File: src/rtl/regbus_pkg.sv
package regbus_pkg;

    localparam int WORD_W = 32;

    typedef enum logic [1:0] {
        CMD_READ      = 2'b00,
        CMD_POSTED    = 2'b01,
        CMD_NONPOSTED = 2'b10,
        CMD_BCAST     = 2'b11
    } cmd_e;

endpackage

File: src/rtl/regbus_decode.sv
module regbus_decode #(
    parameter int ADDR_W   = 8,
    parameter int BYTE_OFF = 2,
    parameter int IDX_W    = 3,
    parameter int NREGS    = 8
) (
    input  logic [ADDR_W-BYTE_OFF-1:0] word_addr,
    output logic [IDX_W-1:0]           idx,
    output logic                       hit
);
    localparam int HI_W = ADDR_W - BYTE_OFF - IDX_W;

    logic [HI_W-1:0] upper;

    always_comb begin
        idx   = word_addr[IDX_W-1:0];
        upper = word_addr[ADDR_W-BYTE_OFF-1:IDX_W];
        hit   = (upper == '0) && ({1'b0, idx} < (IDX_W+1)'(NREGS));
    end

endmodule

File: src/rtl/regbus_regfile.sv
module regbus_regfile #(
    parameter int NREGS  = 8,
    parameter int DATA_W = 32,
    parameter int IDX_W  = 3
) (
    input  logic              clk,
    input  logic              rst_n,
    input  logic              wr_en,
    input  logic [IDX_W-1:0]  wr_idx,
    input  logic [DATA_W-1:0] wr_data,
    input  logic [IDX_W-1:0]  rd_idx,
    output logic [DATA_W-1:0] rd_data
);
    logic [DATA_W-1:0] regs_d [NREGS];
    logic [DATA_W-1:0] regs_q [NREGS];

    for (genvar g = 0; g < NREGS; g++) begin : g_reg
        always_comb begin
            regs_d[g] = regs_q[g];
            if (wr_en && (wr_idx == IDX_W'(g))) begin
                regs_d[g] = wr_data;
            end
        end

        always_ff @(posedge clk) begin
            if (!rst_n) begin
                regs_q[g] <= '0;
            end else begin
                regs_q[g] <= regs_d[g];
            end
        end
    end

    always_comb begin
        rd_data = '0;
        for (int i = 0; i < NREGS; i++) begin
            if (rd_idx == IDX_W'(i)) begin
                rd_data = regs_q[i];
            end
        end
    end

endmodule

File: src/rtl/regbus_csr_slave.sv
module regbus_csr_slave #(
    parameter int ADDR_W = 8,
    parameter int DATA_W = regbus_pkg::WORD_W,
    parameter int NREGS  = 8
) (
    input  logic              clk,
    input  logic              rst_n,
    input  logic              req_valid,
    output logic              req_accept,
    input  logic [1:0]        req_cmd,
    input  logic [ADDR_W-1:0] req_addr,
    input  logic [DATA_W-1:0] req_wdata,
    output logic              rsp_valid,
    input  logic              rsp_accept,
    output logic              rsp_wack,
    output logic              rsp_err,
    output logic [DATA_W-1:0] rsp_rdata
);
    import regbus_pkg::*;

    localparam int IDX_W    = (NREGS > 1) ? $clog2(NREGS) : 1;
    localparam int BYTE_OFF = $clog2(DATA_W / 8);

    typedef struct packed {
        logic              acc;
        logic              rvalid;
        logic              wack;
        logic              err;
        logic [DATA_W-1:0] data;
    } state_t;

    state_t s_d, s_q;

    logic [IDX_W-1:0]    dec_idx;
    logic                dec_hit;
    logic [DATA_W-1:0]   rf_rdata;
    logic                fire;
    logic                wr_en;
    cmd_e                cmd;
    logic [BYTE_OFF-1:0] unused_byte_bits;

    assign unused_byte_bits = req_addr[BYTE_OFF-1:0];

    regbus_decode #(
        .ADDR_W  (ADDR_W),
        .BYTE_OFF(BYTE_OFF),
        .IDX_W   (IDX_W),
        .NREGS   (NREGS)
    ) u_decode (
        .word_addr(req_addr[ADDR_W-1:BYTE_OFF]),
        .idx      (dec_idx),
        .hit      (dec_hit)
    );

    regbus_regfile #(
        .NREGS (NREGS),
        .DATA_W(DATA_W),
        .IDX_W (IDX_W)
    ) u_regfile (
        .clk    (clk),
        .rst_n  (rst_n),
        .wr_en  (wr_en),
        .wr_idx (dec_idx),
        .wr_data(req_wdata),
        .rd_idx (dec_idx),
        .rd_data(rf_rdata)
    );

    always_comb begin
        cmd   = cmd_e'(req_cmd);
        fire  = req_valid && s_q.acc;
        wr_en = fire && dec_hit && (cmd != CMD_READ);

        s_d = s_q;
        if (s_q.rvalid && rsp_accept) begin
            s_d.rvalid = 1'b0;
        end
        if (fire) begin
            unique case (cmd)
                CMD_READ: begin
                    s_d.rvalid = 1'b1;
                    s_d.wack   = 1'b0;
                    s_d.err    = !dec_hit;
                    s_d.data   = dec_hit ? rf_rdata : '0;
                end
                CMD_NONPOSTED: begin
                    s_d.rvalid = 1'b1;
                    s_d.wack   = 1'b1;
                    s_d.err    = !dec_hit;
                    s_d.data   = '0;
                end
                default: ;
            endcase
        end
        s_d.acc = !s_d.rvalid;
    end

    always_ff @(posedge clk) begin
        if (!rst_n) begin
            s_q <= '0;
        end else begin
            s_q <= s_d;
        end
    end

    assign req_accept = s_q.acc;
    assign rsp_valid  = s_q.rvalid;
    assign rsp_wack   = s_q.wack;
    assign rsp_err    = s_q.err;
    assign rsp_rdata  = s_q.data;

endmodule

File: config.mk
export PLATFORM = sky130hd
export DESIGN_NAME = regbus_csr_slave
export DESIGN_NICKNAME = d
export VERILOG_FILES = /design/src/rtl/regbus_pkg.sv /design/src/rtl/regbus_decode.sv /design/src/rtl/regbus_regfile.sv /design/src/rtl/regbus_csr_slave.sv
export SDC_FILE = /design/constraint.sdc
export NUM_CORES = 1
export LEC_CHECK = 0
export BUFFER_PORTS_ARGS = -buffer_cell sky130_fd_sc_hd__buf_2
export CELL_PAD_IN_SITES_DETAIL_PLACEMENT = 0
export CELL_PAD_IN_SITES_GLOBAL_PLACEMENT = 1
export CORE_MARGIN = 3
export CORE_UTILIZATION = 24
export DETAILED_ROUTE_END_ITERATION = 6
export PLACE_DENSITY_LB_ADDON = 0.1
export SLEW_MARGIN = 5
export SYNTH_ARGS = -nofsm -noshare
export SYNTH_HDL_FRONTEND = slang
export SYNTH_HIERARCHICAL = 1
export SYNTH_SLANG_ARGS = --single-unit
File: constraint.sdc
create_clock -name clk -period 4.7 [get_ports clk]
set_clock_uncertainty 0.2 [all_clocks]
set_input_delay 0.47 -clock clk [delete_from_list [all_inputs] [get_ports clk]]
set_output_delay 0.47 -clock clk [all_outputs]
set_load 0.02 [all_outputs]
==> results by group, run 1 <==
CTS
  • Clock transition at path regs: 0.05 ns
  • Post-CTS Repair Setup Buffers: 0
  • Worst-Skew Late Latency: 0.55 ns
  • Clock sink count: 292
  • CTS buffer count: 39
  • H-tree Lvls: 2
  • CTS tree: done
  • Clock Tree Buf Depth: 3
  • Clock root buffer: clkbuf_16

Timing
  • # setup viols final: 0
  • Tmin final: 2.937 ns
  • Tightest Pin Transition: 1.085 ns
  • Fmax: 340.4 MHz
  • Setup TNS: 0 ns
  • Pins Over Slew Limit: 0
  • RSZ-0062 raised after global routing: no
  • Tcrit/Tclk final: 62.50%
  • Relative slew slack: 27.66%
  • Count of final hold-check violations: 0

Final layout
  • Final cell count without fillers: 2,282
  • Reg area: 0.005846 mm^2
  • Area Growth Syn to Fin: 13.79%
  • Multi-input logic area: 0.006578 mm^2
  • Share of post-route cells with drive strength above 1: 13.10%
  • Final #Nets: 1,563
  • Fillers: 5,888

Synth
  • Post-synthesis adder-cell area fraction: 0%
  • Cell count after synthesis: 1,541
  • Main combinational cell family by area after synthesis: compound AO/OA/AOI/OAI gates
  • Dominant cells by area after synthesis: dfxtp_1, nand2_1, a21boi_1
  • Asr flop ratio synth: 0%
  • Most used flip-flop cell after synthesis: dfxtp_1
  • Distinct cells, synth: 37
  • Number of synthesized flops with an enable pin: 0
  • Top-area cell type share of the netlist area: 43.66%
  • Synth area leader: dfxtp_1
  • Yosys reg bits: 292
  • Part of the Yosys area used for sequential elements: 43.66%
  • Synth Area in XOR/XNOR: 0%
  • Synthesized Nets: 1,587
  • Mux contribution to synthesized area: 5.215%
  • Synth warn: 6
  • Avg Inst Size Synth: 8.688 um^2
  • Synthesized area: 0.01339 mm^2
  • Synth Area in Simple Gates: 20.64%
  • Compound-Gate Fraction of Synth Area: 23.12%

Floorplan
  • Die Y: 242.2 um
  • Boundary Pins: 82
  • Site row count: 85
  • Starting density of the core: 24.59%
  • Area of the core: 0.05445 mm^2
  • Die area: 0.05865 mm^2
  • Die Span X: 242.2 um

Routing
  • Routed via count divided by cell count: 4.663
  • TritonRoute pass-1 iters: 4
  • Drt total wl: 45,780 um
  • Wire length per cell: 20.06 um
  • Drt drc: 0
  • DR vias: 10,641
  • Antenna Violating Nets Remaining: 0
  • Detailed router's first-iteration violation count: 502

Critical path
  • RR Startpoint: req_accept
  • Arr. time, crit path: 3.20 ns
  • Crit start category: input port
  • FF-to-FF setup slack: 1.90 ns
  • CP required: 4.96 ns
  • Worst-path fanout max: 22
  • Crit path kind: input port to flop
  • Reg2Reg Depth: 7
  • CP endpoint kind: flop
  • R2r endpoint: u_regfile/regs_q[0][31]

Placed design
  • IO Port Bufs: 79
  • Post-Place Cells: 2,214
  • GP Congestion: 0.6815
  • DP HPWL: 25,240 um

Power
  • Leakage: 5.055 nW
  • VDD IR max: 0.2172 mV
  • PD cells: 369.9 mW/mm^2

Run
  • Max_cap viols: 0

Global routing
  • Largest net degree at the start of global routing: 104
  • First-pass GRT wire length: 69,550 um
  • Total Routing Usage GR: 15.43%
  • Initial antenna violation count: 2
  • GRT overflow: 0
  • Vias in the first global route: 10,643

Worst hold path
  • Hold path cells: 3
  • Hold Startpoint: req_wdata[13]
  • Worst hold path type: input port to flop
  • Min-Delay Endpoint: u_regfile/regs_q[1][77]

Outcome
  • Status: completed
cell families after synthesis:
group | after synthesis
compound gates | 411
buf+inv | 178
flops | 292
mux | 48
simple gates | 612
state kept, by name, summed over array words and instances (netlist names):
register and count:
rsp_wack 1, req_accept 1, u_regfile/regs_q 256, rsp_valid 1
rsp_err 1, rsp_rdata 32
Yosys cell counts (25+ instances only):
master,count
buf_2,70
dfxtp_1,292
nor2b_1,25
o21ai_0,25
buf_4,32
a22o_1,32
a21boi_1,240
or3b_1,48
clkbuf_1,65
nand2_1,514
worst max-delay path by stage:
| stage | startpoint | end | cells after the start |
|---|---|---|---|
| 2_1_floorplan | req_addr[6] | u_regfile/regs_q[0][10] | 8 |
| 3_3_place_gp | req_addr[6] | u_regfile/regs_q[0][31] | 9 |
| 3_5_place_dp | req_addr[6] | u_regfile/regs_q[0][0] | 9 |
| 4_1_cts | req_cmd[1] | u_regfile/regs_q[0][0] | 9 |
| 5_1_grt | req_cmd[1] | u_regfile/regs_q[0][31] | 9 |
| 6_report | req_cmd[1] | u_regfile/regs_q[0][31] | 9 |
power breakdown:
group          internal, mW  total (mW)  switching [mW]
Sequential             2.48        2.49         0.00281
Clock                  1.73        2.86            1.14
Combinational        0.0945       0.286           0.192
Total                  4.30        5.63            1.33
repair_timing:
action                    4_1_cts  5_1_grt
hold endpoints to repair        1        0
resized for setup               0        0
hold buffers                    1        0
placed cells by master (no fill, tap or decap), types with 2 or more instances in the layout:
| master | instances |
|---|---|
| nand2_1 | 514 |
| dfxtp_1 | 292 |
| a21boi_1 | 240 |
| buf_2 | 75 |
| or3b_1 | 48 |
| clkbuf_16 | 41 |
| buf_4 | 35 |
| a22o_1 | 32 |
| nor2b_1 | 25 |
| o21ai_0 | 25 |
| mux2i_1 | 24 |
| a22oi_1 | 24 |
| a21oi_1 | 24 |
| a32o_1 | 24 |
| a32oi_1 | 24 |
| a21boi_0 | 16 |
| mux4_2 | 14 |
| clkbuf_1 | 13 |
| clkbuf_8 | 9 |
| mux2_2 | 8 |
| clkinv_2 | 3 |
| and4bb_2 | 3 |
| nand4bb_2 | 3 |
| and4b_2 | 3 |
| nand4b_1 | 3 |
| nor2_1 | 2 |
| nand3_1 | 2 |
| nor4b_4 | 2 |
| buf_6 | 2 |
| mux4_1 | 2 |
worst max-delay path: stages:
cell and delay, ns:
dlygate4sd3_1 0.53, buf_2 0.15, nor2_1 0.05, nor2_1 0.23, buf_4 0.28, nor4b_4 0.74
buf_4 0.50, nand2_1 0.09, a21boi_0 0.15
cell type report:
class                           count  share of cell area [%]
Antenna cell                        1                 0.01643
Clock buffer                       63                   7.868
Clock inverter                      3                 0.09855
Multi-Input combinational cell   1071                   43.18
Sequential cell                   292                   38.37
Tap cell                          739                   6.069
Timing Repair Buffer              113                   4.402
layer usage:
layer	track usage, %	up-vias	part of all wire, %
li1	-	5198	-
met1	20.91	5213	48
met2	25.07	166	46
met3	2.833	64	4.1
met4	4.402	0	2.1
met5	0	-	0
per-stage QoR:
step / hold slack, ns / util [%] / total power [mW] / setup WS [ns] / instance area (um^2)
floorplan: 0.2298 / - / 2.753 / 2.480 / 13390
global placement: 0.2364 / 25.73 / 2.835 / 1.373 / 14010
detailed placement: 0.2401 / 25.73 / 2.832 / 1.389 / 14010
CTS: 0.003443 / 27.97 / 5.773 / 1.748 / 15230
global route: 0.03312 / 27.97 / 5.873 / 1.533 / 15230
finish: 0.04201 / 27.98 / 5.635 / 1.763 / 15230
Power figures use the tool's default switching activity.
==> run 2, diff against run 1 <==
==> constraint.sdc (replaced) <==
create_clock -name clk -period 3.04 [get_ports clk]
set_clock_uncertainty 0.2 [all_clocks]
set_input_delay 0.304 -clock clk [delete_from_list [all_inputs] [get_ports clk]]
set_output_delay 0.304 -clock clk [all_outputs]
set_load 0.02 [all_outputs]
==> run 2 against run 1 <==
First-iteration DRC count up 15%; via count up 1.1%; critical path depth up 2; sequential cell count unchanged; largest power group unchanged.
==> results by group, run 2 (synthesis results as in run 1) <==
Outcome
  • Status: completed

Critical path
  • RR Startpoint: req_accept
  • Worst-path fanout max: 26
  • R2r endpoint: u_regfile/regs_q[0][95]
  • Crit path kind: input port to flop
  • CP endpoint kind: flop
  • CP required: 3.31 ns
  • FF-to-FF setup slack: 0.67 ns
  • Critical path's slowest cell: dlygate4sd3_1
  • CP Cell Sequence: dlygate4sd3_1 > buf_2 > nor3_2 > nand3_1 > nor2_1 > buf_4 > buf_4 > and4bb_2 > buf_12 > nand2_1 > a21boi_0
  • Crit start category: input port
  • Reg2Reg Depth: 8
  • Arr. time, crit path: 2.86 ns
  • Cell mode on critical path: buf_4
  • Max stage delay on crit path: 0.53 ns

Routing
  • DR vias: 10,756
  • Routed via count divided by cell count: 4.589
  • TritonRoute pass-1 iters: 5
  • Antenna Violating Nets Remaining: 0
  • Detailed router's first-iteration violation count: 578
  • Wire length per cell: 19.21 um
  • Drt total wl: 45,020 um
  • Drt drc: 0

Timing
  • Pins Over Slew Limit: 0
  • RSZ-0062 raised after global routing: no
  • # setup viols final: 0
  • Final worst slack: 0.4504 ns
  • Tightest Pin Transition: 0.7699 ns
  • Count of final hold-check violations: 0
  • Setup TNS: 0 ns
  • Relative slew slack: 48.68%
  • Tmin final: 2.590 ns
  • Tcrit/Tclk final: 85.18%
  • Fmax: 386.2 MHz

CTS
  • Clock root buffer: clkbuf_16
  • Clock transition at path regs: 0.06 ns
  • H-tree Lvls: 2
  • Worst-Skew Late Latency: 0.55 ns
  • Clock Tree Buf Depth: 3
  • Post-cts sizing count: 0
  • Post-CTS Repair Setup Buffers: 0
  • CTS tree: done
  • CTS buffer count: 39
  • Clock sink count: 292
  • Number of hold buffers added after CTS: 40

Placed design
  • Worst setup slack after placement: 0.3090 ns
  • DP HPWL: 26,160 um
  • Post-DP Area: 0.01427 mm^2
  • IO Port Bufs: 79
  • GP Congestion: 0.6750

Final layout
  • Commonest non-fill, non-tap cell in the layout: nand2_1
  • Number of antenna diodes: 0
  • Fillers: 5,804
  • Share of post-route cells with drive strength above 1: 14.27%
  • Commonest non-fill, non-tap cells in the layout: nand2_1, dfxtp_1, a21boi_1
  • Final non-filler cell area: 0.01594 mm^2
  • Post-layout util: 29.26%
  • Largest register FFs: 256
  • Final #Nets: 1,622
  • Top reg by flops: u_regfile/regs_q
  • Area Growth Syn to Fin: 19.03%

Global routing
  • First-pass GRT wire length: 69,230 um
  • Largest net degree at the start of global routing: 119
  • Vias in the first global route: 10,638
  • GRT overflow: 0
  • Total Routing Usage GR: 15.27%
  • Initial antenna violation count: 0

Power
  • VDD IR max: 0.3248 mV
  • Overall power: 8.913 mW
  • PD cells: 559.3 mW/mm^2
  • Leakage: 5.391 nW

Floorplan
  • Die Span X: 242.2 um
  • Die area: 0.05865 mm^2
  • Die Y: 242.2 um
  • Area of the core: 0.05445 mm^2
  • Starting density of the core: 24.59%
  • Boundary Pins: 82
  • Site row count: 85

Worst hold path
  • Worst hold path type: input port to flop
  • Min-Delay Endpoint: req_accept
  • Hold Startpoint: req_valid
  • Hold path cells: 3

Run
  • Max_cap viols: 0
-- run 2: cell count changes in the layout (fill, tap and decap cells not counted) --
cell / previous run / this run
diode_2: 1 / 0
buf_12: 0 / 9
clkinvlp_4: 0 / 1
clkbuf_1: 13 / 10
clkbuf_8: 9 / 6
dlygate4sd3_1: 1 / 40
clkinv_2: 3 / 10
buf_4: 35 / 46
bufinv_16: 0 / 2
-- run 2: metrics by stage --
| step | std cells | hold WS [ns] |
|---|---|---|
| 2_1_floorplan | 1541 | 0.2216 |
| 3_3_place_gp | 2234 | 0.2362 |
| 3_5_place_dp | 2234 | 0.2416 |
| 4_1_cts | 2344 | 0.07370 |
| 5_1_grt | 2344 | 0.1286 |
| 6_report | 2344 | 0.1238 |
-- run 2: per-layer routing --
metal	up-vias	GRT usage (%)	wire (um)
met5	-	0	0
met4	0	3.165	691
met3	46	2.468	1185
met2	123	25.05	20740
met1	5260	21.16	22410
li1	5327	-	-
-- run 2: power breakdown --
group | leakage (nW) | internal [mW] | switching (mW)
sequential | 2.35 | 3.84 | 0.00428
combinational | 2.41 | 0.195 | 0.304
clock | 0.628 | 2.78 | 1.79
total | 5.39 | 6.81 | 2.10
-- run 2: worst max path at each step --
stage,start,end,slack [ns],cells after the start
finish,req_addr[7],u_regfile/regs_q[0][95],0.45,11
global route,req_addr[7],u_regfile/regs_q[0][77],0.25,11
CTS,req_addr[7],u_regfile/regs_q[0][95],0.42,11
detailed placement,req_addr[6],u_regfile/regs_q[0][95],0.31,10
global placement,req_addr[6],u_regfile/regs_q[0][95],0.33,10
floorplan,req_addr[6],u_regfile/regs_q[0][10],0.99,8
-- run 2: area by class of cell --
| cell class | count | area, um^2 | area share [%] |
|---|---|---|---|
| Clock buffer | 57 | 1146 | 7.192 |
| Tap cell | 739 | 924.6 | 5.802 |
| Multi-Input combinational cell | 1071 | 6578 | 41.28 |
| Clock inverter | 13 | 117.6 | 0.7381 |
| Timing Repair Buffer | 172 | 1324 | 8.307 |
| Sequential cell | 292 | 5846 | 36.68 |
-- run 2: worst max-delay path: cells and delay by family --
kind / cells / cell delay, ns
buf+inv: 5 / 1.32
simple gates: 5 / 1.09
compound gates: 1 / 0.13
